## config.mk

```make
export PLATFORM = sky130hd
export DESIGN_NAME = idle_timer_top
export DESIGN_NICKNAME = d
export VERILOG_FILES = /design/src/rtl/idle_pkg.sv /design/src/rtl/idle_regs.sv /design/src/rtl/idle_activity.sv /design/src/rtl/idle_counter.sv /design/src/rtl/idle_timer_top.sv
export SDC_FILE = /design/constraint.sdc
export NUM_CORES = 1
export LEC_CHECK = 0
export BUFFER_PORTS_ARGS = -buffer_cell sky130_fd_sc_hd__buf_2
export CAP_MARGIN = 0
export CORE_ASPECT_RATIO = 1.4
export CORE_MARGIN = 5
export CORE_UTILIZATION = 58
export CTS_CLUSTER_DIAMETER = 200
export DETAILED_ROUTE_END_ITERATION = 16
export PLACE_DENSITY = 0.84
export SKIP_LAST_GASP = 1
export SLEW_MARGIN = 5
export SYNTH_ARGS = -nofsm -noshare
export SYNTH_HDL_FRONTEND = slang
export SYNTH_SLANG_ARGS = --single-unit
```

## constraint.sdc

```tcl
create_clock -name clk -period 6.16 [get_ports clk]
set_input_delay 0.616 -clock clk [delete_from_list [all_inputs] [get_ports clk]]
set_output_delay 0.616 -clock clk [all_outputs]
set_load 0.02 [all_outputs]
```

## src/rtl/idle_pkg.sv

```systemverilog
package idle_pkg;
    localparam int DATA_W   = 32;
    localparam int CNT_W    = 16;
    localparam int N_TRAP   = 13;
    localparam int N_IRQ    = 16;
    localparam int TRAP_LO  = 7;
    localparam int SMI_BIT  = TRAP_LO + N_TRAP;
    localparam int BM_BIT   = SMI_BIT + 1;
    localparam logic [CNT_W-1:0] START_RST = '1;

    typedef enum logic [1:0] {
        ADDR_SRC   = 2'd0,
        ADDR_IRQ   = 2'd1,
        ADDR_START = 2'd2,
        ADDR_COUNT = 2'd3
    } reg_sel_e;

    typedef struct packed {
        logic [N_TRAP-1:0] trap_en;
        logic              smi_en;
        logic              bm_en;
        logic [N_IRQ-1:0]  irq_en;
        logic [CNT_W-1:0]  start_val;
    } idle_cfg_t;

    function automatic logic [DATA_W-1:0] src_writable();
        logic [DATA_W-1:0] m;
        m = '0;
        for (int i = TRAP_LO; i <= BM_BIT; i++) m[i] = 1'b1;
        return m;
    endfunction
endpackage

```

## src/rtl/idle_regs.sv

```systemverilog
module idle_regs
    import idle_pkg::*;
(
    input  logic              clk,
    input  logic              rst,
    input  logic              we,
    input  logic [1:0]        addr,
    input  logic [DATA_W-1:0] wdata,
    input  logic [CNT_W-1:0]  count,
    output logic [DATA_W-1:0] rdata,
    output idle_cfg_t         cfg
);
    localparam logic [DATA_W-1:0] SRC_WMASK = src_writable();

    logic [DATA_W-1:0] src_q;
    logic [N_IRQ-1:0]  irq_q;
    logic [CNT_W-1:0]  start_q;

    always_ff @(posedge clk) begin
        if (rst) begin
            src_q   <= '0;
            irq_q   <= '0;
            start_q <= START_RST;
        end else if (we) begin
            unique case (reg_sel_e'(addr))
                ADDR_SRC:   src_q   <= wdata & SRC_WMASK;
                ADDR_IRQ:   irq_q   <= wdata[N_IRQ-1:0];
                ADDR_START: start_q <= wdata[CNT_W-1:0];
                default:    ;
            endcase
        end
    end

    always_comb begin
        rdata = '0;
        unique case (reg_sel_e'(addr))
            ADDR_SRC:   rdata = src_q;
            ADDR_IRQ:   rdata[N_IRQ-1:0] = irq_q;
            ADDR_START: rdata[CNT_W-1:0] = start_q;
            default:    rdata[CNT_W-1:0] = count;
        endcase
    end

    assign cfg.trap_en   = src_q[TRAP_LO +: N_TRAP];
    assign cfg.smi_en    = src_q[SMI_BIT];
    assign cfg.bm_en     = src_q[BM_BIT];
    assign cfg.irq_en    = irq_q;
    assign cfg.start_val = start_q;

    assert_src_reserved_R2: assert property (@(posedge clk) disable iff (rst)
        (addr == ADDR_SRC) |-> ((rdata & ~SRC_WMASK) == '0));
    assert_irq_reserved_R2: assert property (@(posedge clk) disable iff (rst)
        (addr == ADDR_IRQ) |-> (rdata[DATA_W-1:N_IRQ] == '0));
endmodule

```

## src/rtl/idle_activity.sv

```systemverilog
module idle_activity
    import idle_pkg::*;
(
    input  logic              clk,
    input  logic              rst,
    input  idle_cfg_t         cfg,
    input  logic [N_TRAP-1:0] trap_stb,
    input  logic              smi_status,
    input  logic              bm_req,
    input  logic [N_IRQ-1:0]  irq_lines,
    output logic              reload
);
    logic [N_IRQ-1:0] sync1_q, sync2_q, prev_q;
    logic             bm_prev_q;
    logic [N_IRQ-1:0] irq_hit;
    logic             trap_hit, smi_hit, bm_hit;

    always_ff @(posedge clk) begin
        if (rst) begin
            sync1_q   <= '0;
            sync2_q   <= '0;
            prev_q    <= '0;
            bm_prev_q <= 1'b0;
        end else begin
            sync1_q   <= irq_lines;
            sync2_q   <= sync1_q;
            prev_q    <= sync2_q;
            bm_prev_q <= bm_req;
        end
    end

    generate
        for (genvar n = 0; n < N_IRQ; n++) begin : g_irq
            assign irq_hit[n] = cfg.irq_en[n] & (sync2_q[n] ^ prev_q[n]);
        end
    endgenerate

    assign trap_hit = |(trap_stb & cfg.trap_en);
    assign smi_hit  = cfg.smi_en & smi_status;
    assign bm_hit   = cfg.bm_en & bm_req & ~bm_prev_q;
    assign reload   = trap_hit | smi_hit | bm_hit | (|irq_hit);

    assert_masked_trap_quiet_R4: assert property (@(posedge clk) disable iff (rst)
        (cfg.trap_en == '0 && !smi_hit && !bm_hit && irq_hit == '0) |-> !reload);
    assert_bm_single_R6: assert property (@(posedge clk) disable iff (rst)
        bm_hit |=> !bm_hit);
endmodule

```

## src/rtl/idle_counter.sv

```systemverilog
module idle_counter
    import idle_pkg::*;
(
    input  logic             clk,
    input  logic             rst,
    input  logic             reload,
    input  logic             tick,
    input  logic [CNT_W-1:0] start_val,
    output logic [CNT_W-1:0] count,
    output logic             expired
);
    always_ff @(posedge clk) begin
        if (rst) begin
            count   <= START_RST;
            expired <= 1'b0;
        end else begin
            expired <= 1'b0;
            if (reload) begin
                count <= start_val;
            end else if (tick && count != '0) begin
                count <= count - 1'b1;
                if (count == CNT_W'(1)) expired <= 1'b1;
            end
        end
    end

    assert_reload_loads_R9: assert property (@(posedge clk) disable iff (rst)
        reload |=> count == $past(start_val));
    assert_tick_step_R9: assert property (@(posedge clk) disable iff (rst)
        (!reload && tick && count != '0) |=> count == $past(count) - 1'b1);
    assert_expiry_single_R10: assert property (@(posedge clk) disable iff (rst)
        expired |=> !expired);
    assert_expiry_at_zero_R10: assert property (@(posedge clk) disable iff (rst)
        expired |-> count == '0);
    assert_zero_holds_R10: assert property (@(posedge clk) disable iff (rst)
        (count == '0 && !reload) |=> (count == '0 && !expired));
endmodule

```

## src/rtl/idle_timer_top.sv

```systemverilog
module idle_timer_top
    import idle_pkg::*;
(
    input  logic              clk,
    input  logic              rst,
    input  logic              reg_we,
    input  logic [1:0]        reg_addr,
    input  logic [DATA_W-1:0] reg_wdata,
    output logic [DATA_W-1:0] reg_rdata,
    input  logic [N_TRAP-1:0] trap_stb,
    input  logic              smi_status,
    input  logic              bm_req,
    input  logic [N_IRQ-1:0]  irq_lines,
    input  logic              tick,
    output logic              expired
);
    idle_cfg_t        cfg;
    logic             reload;
    logic [CNT_W-1:0] count;

    idle_regs u_regs (
        .clk(clk), .rst(rst), .we(reg_we), .addr(reg_addr),
        .wdata(reg_wdata), .count(count), .rdata(reg_rdata), .cfg(cfg)
    );

    idle_activity u_act (
        .clk(clk), .rst(rst), .cfg(cfg), .trap_stb(trap_stb),
        .smi_status(smi_status), .bm_req(bm_req),
        .irq_lines(irq_lines), .reload(reload)
    );

    idle_counter u_cnt (
        .clk(clk), .rst(rst), .reload(reload), .tick(tick),
        .start_val(cfg.start_val), .count(count), .expired(expired)
    );

    assert_smi_hold_R5: assert property (@(posedge clk) disable iff (rst)
        (cfg.smi_en && smi_status) |=> count == $past(cfg.start_val));
endmodule

```

==> results of run 1 <==
==> sequential cells by signal (all words and copies together), names as in the netlist <==
name	flops
u_regs.src_q	15
u_act.sync2_q	16
u_cnt.expired	1
u_regs.start_q	16
u_act.bm_prev_q	1
u_cnt.count	16
u_act.sync1_q	16
u_act.prev_q	16
u_regs.irq_q	16
==> worst paths after layout <==
path	startpoint	endpoint	slack [ps]	depth (start not counted)
min reg2reg	u_act.sync1_q[15]	u_act.sync2_q[15]	430	1
min	irq_lines[15]	u_act.sync1_q[15]	420	2
max reg2reg	u_cnt.count[2]	u_cnt.count[8]	3780	5
max	reg_addr[0]	reg_rdata[6]	3500	4
==> worst max-delay path: stages <==
cell	delay, ps
buf_2	400
nor2b_1	570
a22o_1	270
buf_2	180
==> cells by family (layout without fill, tap and decap cells) <==
logic type | after synthesis | count (layout)
AOI/OAI and AO/OA | 98 | 98
adders and majority gates | 2 | 2
and+or+nand+nor | 206 | 206
xor gates and xnor gates | 24 | 24
buffers and inverters | 54 | 125
other | 1 | 10
muxes | 21 | 21
DFF | 113 | 113
==> layout make-up <==
cell class	instances	area, um2	share of cell area
repair buffers	84	428	0.0746
clock buffers	17	425	0.0741
clock inverters	15	133	0.0231
multi-input cells	361	2330	0.406
flip-flops and latches	113	2260	0.394
well taps	102	128	0.0222
inverters	9	33.8	0.00589
==> per-stage QoR <==
step           setup slack (ps)  std cells  total power, mW   util
6_report                   3500        701             1.90  0.709
5_1_grt                    3400        701             1.96  0.709
4_1_cts                    3540        701             1.90  0.709
3_5_place_dp               3420        669            0.991  0.640
3_3_place_gp               3470        669            0.984  0.640
2_1_floorplan              3520        528            0.931      -
==> Yosys cell counts (all sizes together), types with 4 or more instances <==
master,n,area [um2]
clkbuf,33,124
xnor2,6,52.6
mux2i,6,60.1
o211ai,4,30.0
a22o,10,87.6
nand3,14,70.1
a22oi,11,82.6
a311oi,10,87.6
dfxtp,113,2260
xor2,18,158
nor3,7,45.0
mux2,6,67.6
or3,5,31.3
a21oi,33,165
nor2b,50,313
a31oi,12,75.1
a211oi,6,45.0
nand2,95,357
nor4,4,40.0
and2,8,50.1
mux4,9,203
or4,4,33.8
inv,9,33.8
buf,12,85.1
nor2,8,30.0
==> where the power goes <==
group	switching (mW)	leakage (nW)	total [mW]	internal [mW]
clock	0.359	0.267	0.915	0.556
combinational	0.113	1.22	0.189	0.0758
sequential	0.0264	0.926	0.792	0.765
total	0.499	2.41	1.90	1.40
==> metal layers <==
layer	share of wire	track usage	up-vias
met2	0.51	0.391	190
met4	0.032	0.115	0
met5	0	0	-
met3	0.079	0.0742	29
met1	0.37	0.276	1897
li1	-	-	1929
==> impl_metrics.toml, run 1 <==
[route]
vias_per_cell = 5.77
via_count = 4045
routedWlPerCell_um = 17.1
finalWirelength_um = 12000
postRouteAntennaNets = 0
dr.pass1.iters = 5
drc = 0
drt-initial-drc-count = 363

[cts]
cts_buffer_depth = 2
cts_tree = "done"
root_buffer = "clkbuf_16"
htree_levels = 4
cts_resized = 0
clk_latency_ps = 410
cts.sinks = 113
cts_setup_buffers = 0
clk_pin_slew_ps = 50
hold_buffers = 0
cts_inserted_buffers = 17

[synthesis]
synth-seq-cells = 113
synthAdderAreaFrac = 0.00522
synth.area.mux_share = 0.0689
ys_seq_area_frac = 0.472
syn_area_um2 = 4790
synth_top_family_by_area = "simple AND/OR/NAND/NOR gates"
synth_top_flop_cell = "dfxtp_1"
synthSimpleGateAreaFrac = 0.219
synthCells = 519
synth_warnings = 0
ys_async_sr_fraction = 0
synth-xor-area-share = 0.0438
avgSynthCellArea_um2 = 9.24
synth_compound_area_frac = 0.140
synth_edf_count = 0
synth_cell_type_count = 48

[sta]
slew_headroom = 0.490
rsz0062_at_grt = "no"
slew_violations = 0
min_period_ps = 2660
finalHoldViolCount = 0
post-route-period-util = 0.432
fmax_mhz = 376
tightest_slew_ps = 765
fin_setup_tns_ps = 0
skew_ps = 7.81
setup-violations-final = 0
worst_hold_slack_ps = 415

[layout]
final_common_cell = "dfxtp_1"
nNetsFinal = 657
antenna_cells = 0
syn_to_final_growth_pct = 19.7
fin_area_um2 = 5740
drive_above_1_share = 0.232
layout_common_cells = "113 x dfxtp_1, 95 x nand2_1, 81 x buf_2"
fillers = 632

[place]
io_buffers = 81
place.gp.congestion = 0.850
placed_cell_area_um2 = 5180
place_hpwl_um = 8120

[die]
start_util = 0.592
core_area_um2 = 8100
die_x_um = 86.8
dieArea_um2 = 10200
pin_count = 102
die_h_um = 118
rows = 39

[power_and_ir_drop]
leakage_nw = 2.41
p_per_area_nw_per_um2 = 330
ir_drop_uv = 300

[setup_path]
start_kind = "input pin"
required_ps = 5540
crit_type = "input pin to primary output"
setup.worst_path.end_class = "primary output"
path_max_fanout = 21
crit_arrival_ps = 2040

[run_status]
status = "finished, final reports clean"

[hold_path]
hold_class = "input pin to register"

[global_routing]
grt_overflow = 0
antenna_found_initial = 0
grt_max_degree = 75
gr-usage-all-layers = 0.238
grt_pass1_vias = 3907
grt_pass1_wl_um = 19100

[flow_run]
drv_cap = 0
(Power assumes the default switching activity.)
==> inputs of run 2 (changes only) <==
--- a/config.mk
+++ b/config.mk
@@ -9,10 +9,10 @@
 export CAP_MARGIN = 0
 export CORE_ASPECT_RATIO = 1.4
 export CORE_MARGIN = 5
-export CORE_UTILIZATION = 58
+export CORE_UTILIZATION = 49
 export CTS_CLUSTER_DIAMETER = 200
 export DETAILED_ROUTE_END_ITERATION = 16
-export PLACE_DENSITY = 0.84
+export PLACE_DENSITY = 0.76
 export SKIP_LAST_GASP = 1
 export SLEW_MARGIN = 5
 export SYNTH_ARGS = -nofsm -noshare
==> constraint.sdc (replaced) <==
create_clock -name clk -period 2.4 [get_ports clk]
set_input_delay 0.24 -clock clk [delete_from_list [all_inputs] [get_ports clk]]
set_output_delay 0.24 -clock clk [all_outputs]
set_load 0.02 [all_outputs]
==> impl_metrics.toml, run 2 (synthesized netlist as in run 1, its figures left out) <==
[run_status]
status = "finished, final reports clean"

[sta]
tightest_slew_ps = 682
fmax_mhz = 452
worst_hold_slack_ps = 44.2
fin_setup_tns_ps = 0
rsz0062_at_grt = "no"
skew_ps = 8.06
slew_headroom = 0.545
slew_violations = 0
post-route-period-util = 0.922
finalHoldViolCount = 0
finalWorstSetupSlack_ps = 187
min_period_ps = 2210
setup-violations-final = 0

[route]
dr.pass1.iters = 5
vias_per_cell = 5.55
drt-initial-drc-count = 307
drc = 0
top_layer = "met4"
routed-wl-met2_um = 6190
routedWlPerCell_um = 16.3
routed-wl-met3_um = 687
via_count = 4102
wl_met1_um = 4680
postRouteAntennaNets = 0
finalWirelength_um = 12100

[cts]
hold_buffers = 0
cts.sinks = 113
htree_levels = 4
cts_inserted_buffers = 17
cts_buffer_depth = 2
clk_pin_slew_ps = 50
cts_setup_buffers = 0
clk_latency_ps = 410
cts_resized = 0
root_buffer = "clkbuf_16"
cts_tree = "done"

[layout]
final_common_cell = "dfxtp_1"
syn_to_final_growth_pct = 22.4
finish.utilization = 0.617
nNetsFinal = 666
layout.cells.non_filler = 739
fin_area_um2 = 5870
drive_above_1_share = 0.244
layout_common_cells = "113 x dfxtp_1, 95 x nand2_1, 81 x buf_2"
antenna_cells = 0

[setup_path]
crit_type = "register to register"
path_max_fanout = 7
crit_family = "simple AND/OR/NAND/NOR gates"
path_cells = "or4_4 -> or4_4 -> o21a_1 -> o2111ai_1 -> o211ai_1"
cp_slowest_cell = "or4_4"
crit_arrival_ps = 2470
setup.worst_path.end_class = "register"
path_common_cell = "or4_4"
crit_buf_inv = 0
required_ps = 2660
max_stage_delay_ps = 610
start_kind = "register"

[place]
dp_cells = 708
place.gp.congestion = 0.892
io_buffers = 81
dp_slack_ps = 128
place_hpwl_um = 8580
placed_cell_area_um2 = 5290

[global_routing]
grt_overflow = 0
antenna_found_initial = 0
grt_pass1_wl_um = 19600
grt_pass1_vias = 4039
grt_max_degree = 49
gr-usage-all-layers = 0.208

[die]
core_area_um2 = 9510
start_util = 0.504
pin_count = 102
dieArea_um2 = 11900
die_x_um = 93.6
rows = 42
die_h_um = 127

[power_and_ir_drop]
ir_drop_uv = 678
switching_share = 0.238
p_switching_mw = 1.18
finalPower_mw = 4.94
p_per_area_nw_per_um2 = 842
power_frac_comb = 0.101
seq_power_share = 0.412
intPower_mw = 3.76
leakage_nw = 2.47
clock_power_share = 0.487

[flow_run]
drv_cap = 0

[hold_path]
hold_class = "input pin to register"
-- run 2: cell count changes in the layout (fill, tap and decap cells not counted) --
cell / change
inv_6: -5
or4_1: -1
buf_4: +9
clkinv_2: +2
clkbuf_8: +3
clkinvlp_4: -1
clkinv_4: -1
bufinv_16: +1
or4_4: +1
-- run 2: path summary, 6_finish.rpt --
check                          from                end  slack, ps  cells after the start
hold reg to reg   u_act.sync1_q[12]  u_act.sync2_q[12]        430                      1
setup reg to reg     u_cnt.count[2]    u_cnt.count[13]        190                      5
setup / recovery     u_cnt.count[2]    u_cnt.count[13]        190                      5
hold / removal         irq_lines[0]   u_act.sync1_q[0]         40                      2
-- run 2: power by group through the flow --
stage / clock network (mW) / logic [mW] / registers [mW]
2_1_floorplan: 0 / 0.343 / 2.05
3_3_place_gp: 0 / 0.481 / 2.06
3_5_place_dp: 0 / 0.490 / 2.07
4_1_cts: 2.44 / 0.497 / 2.03
5_1_grt: 2.53 / 0.542 / 2.04
6_report: 2.41 / 0.499 / 2.04
-- run 2: final cells by class --
cell class	instances	area, um2
Fill cell	789	3640
Inverter	9	33.8
Clock inverter	11	113
Clock buffer	20	467
Sequential cell	113	2260
Timing Repair Buffer	93	495
Tap cell	132	165
Multi-Input combinational cell	361	2330
-- run 2: routing by layer --
metal | vias to the layer above | global-route usage
li1 | 1946 | -
met5 | - | 0
met3 | 40 | 0.0618
met2 | 154 | 0.350
met4 | 0 | 0.120
met1 | 1962 | 0.231
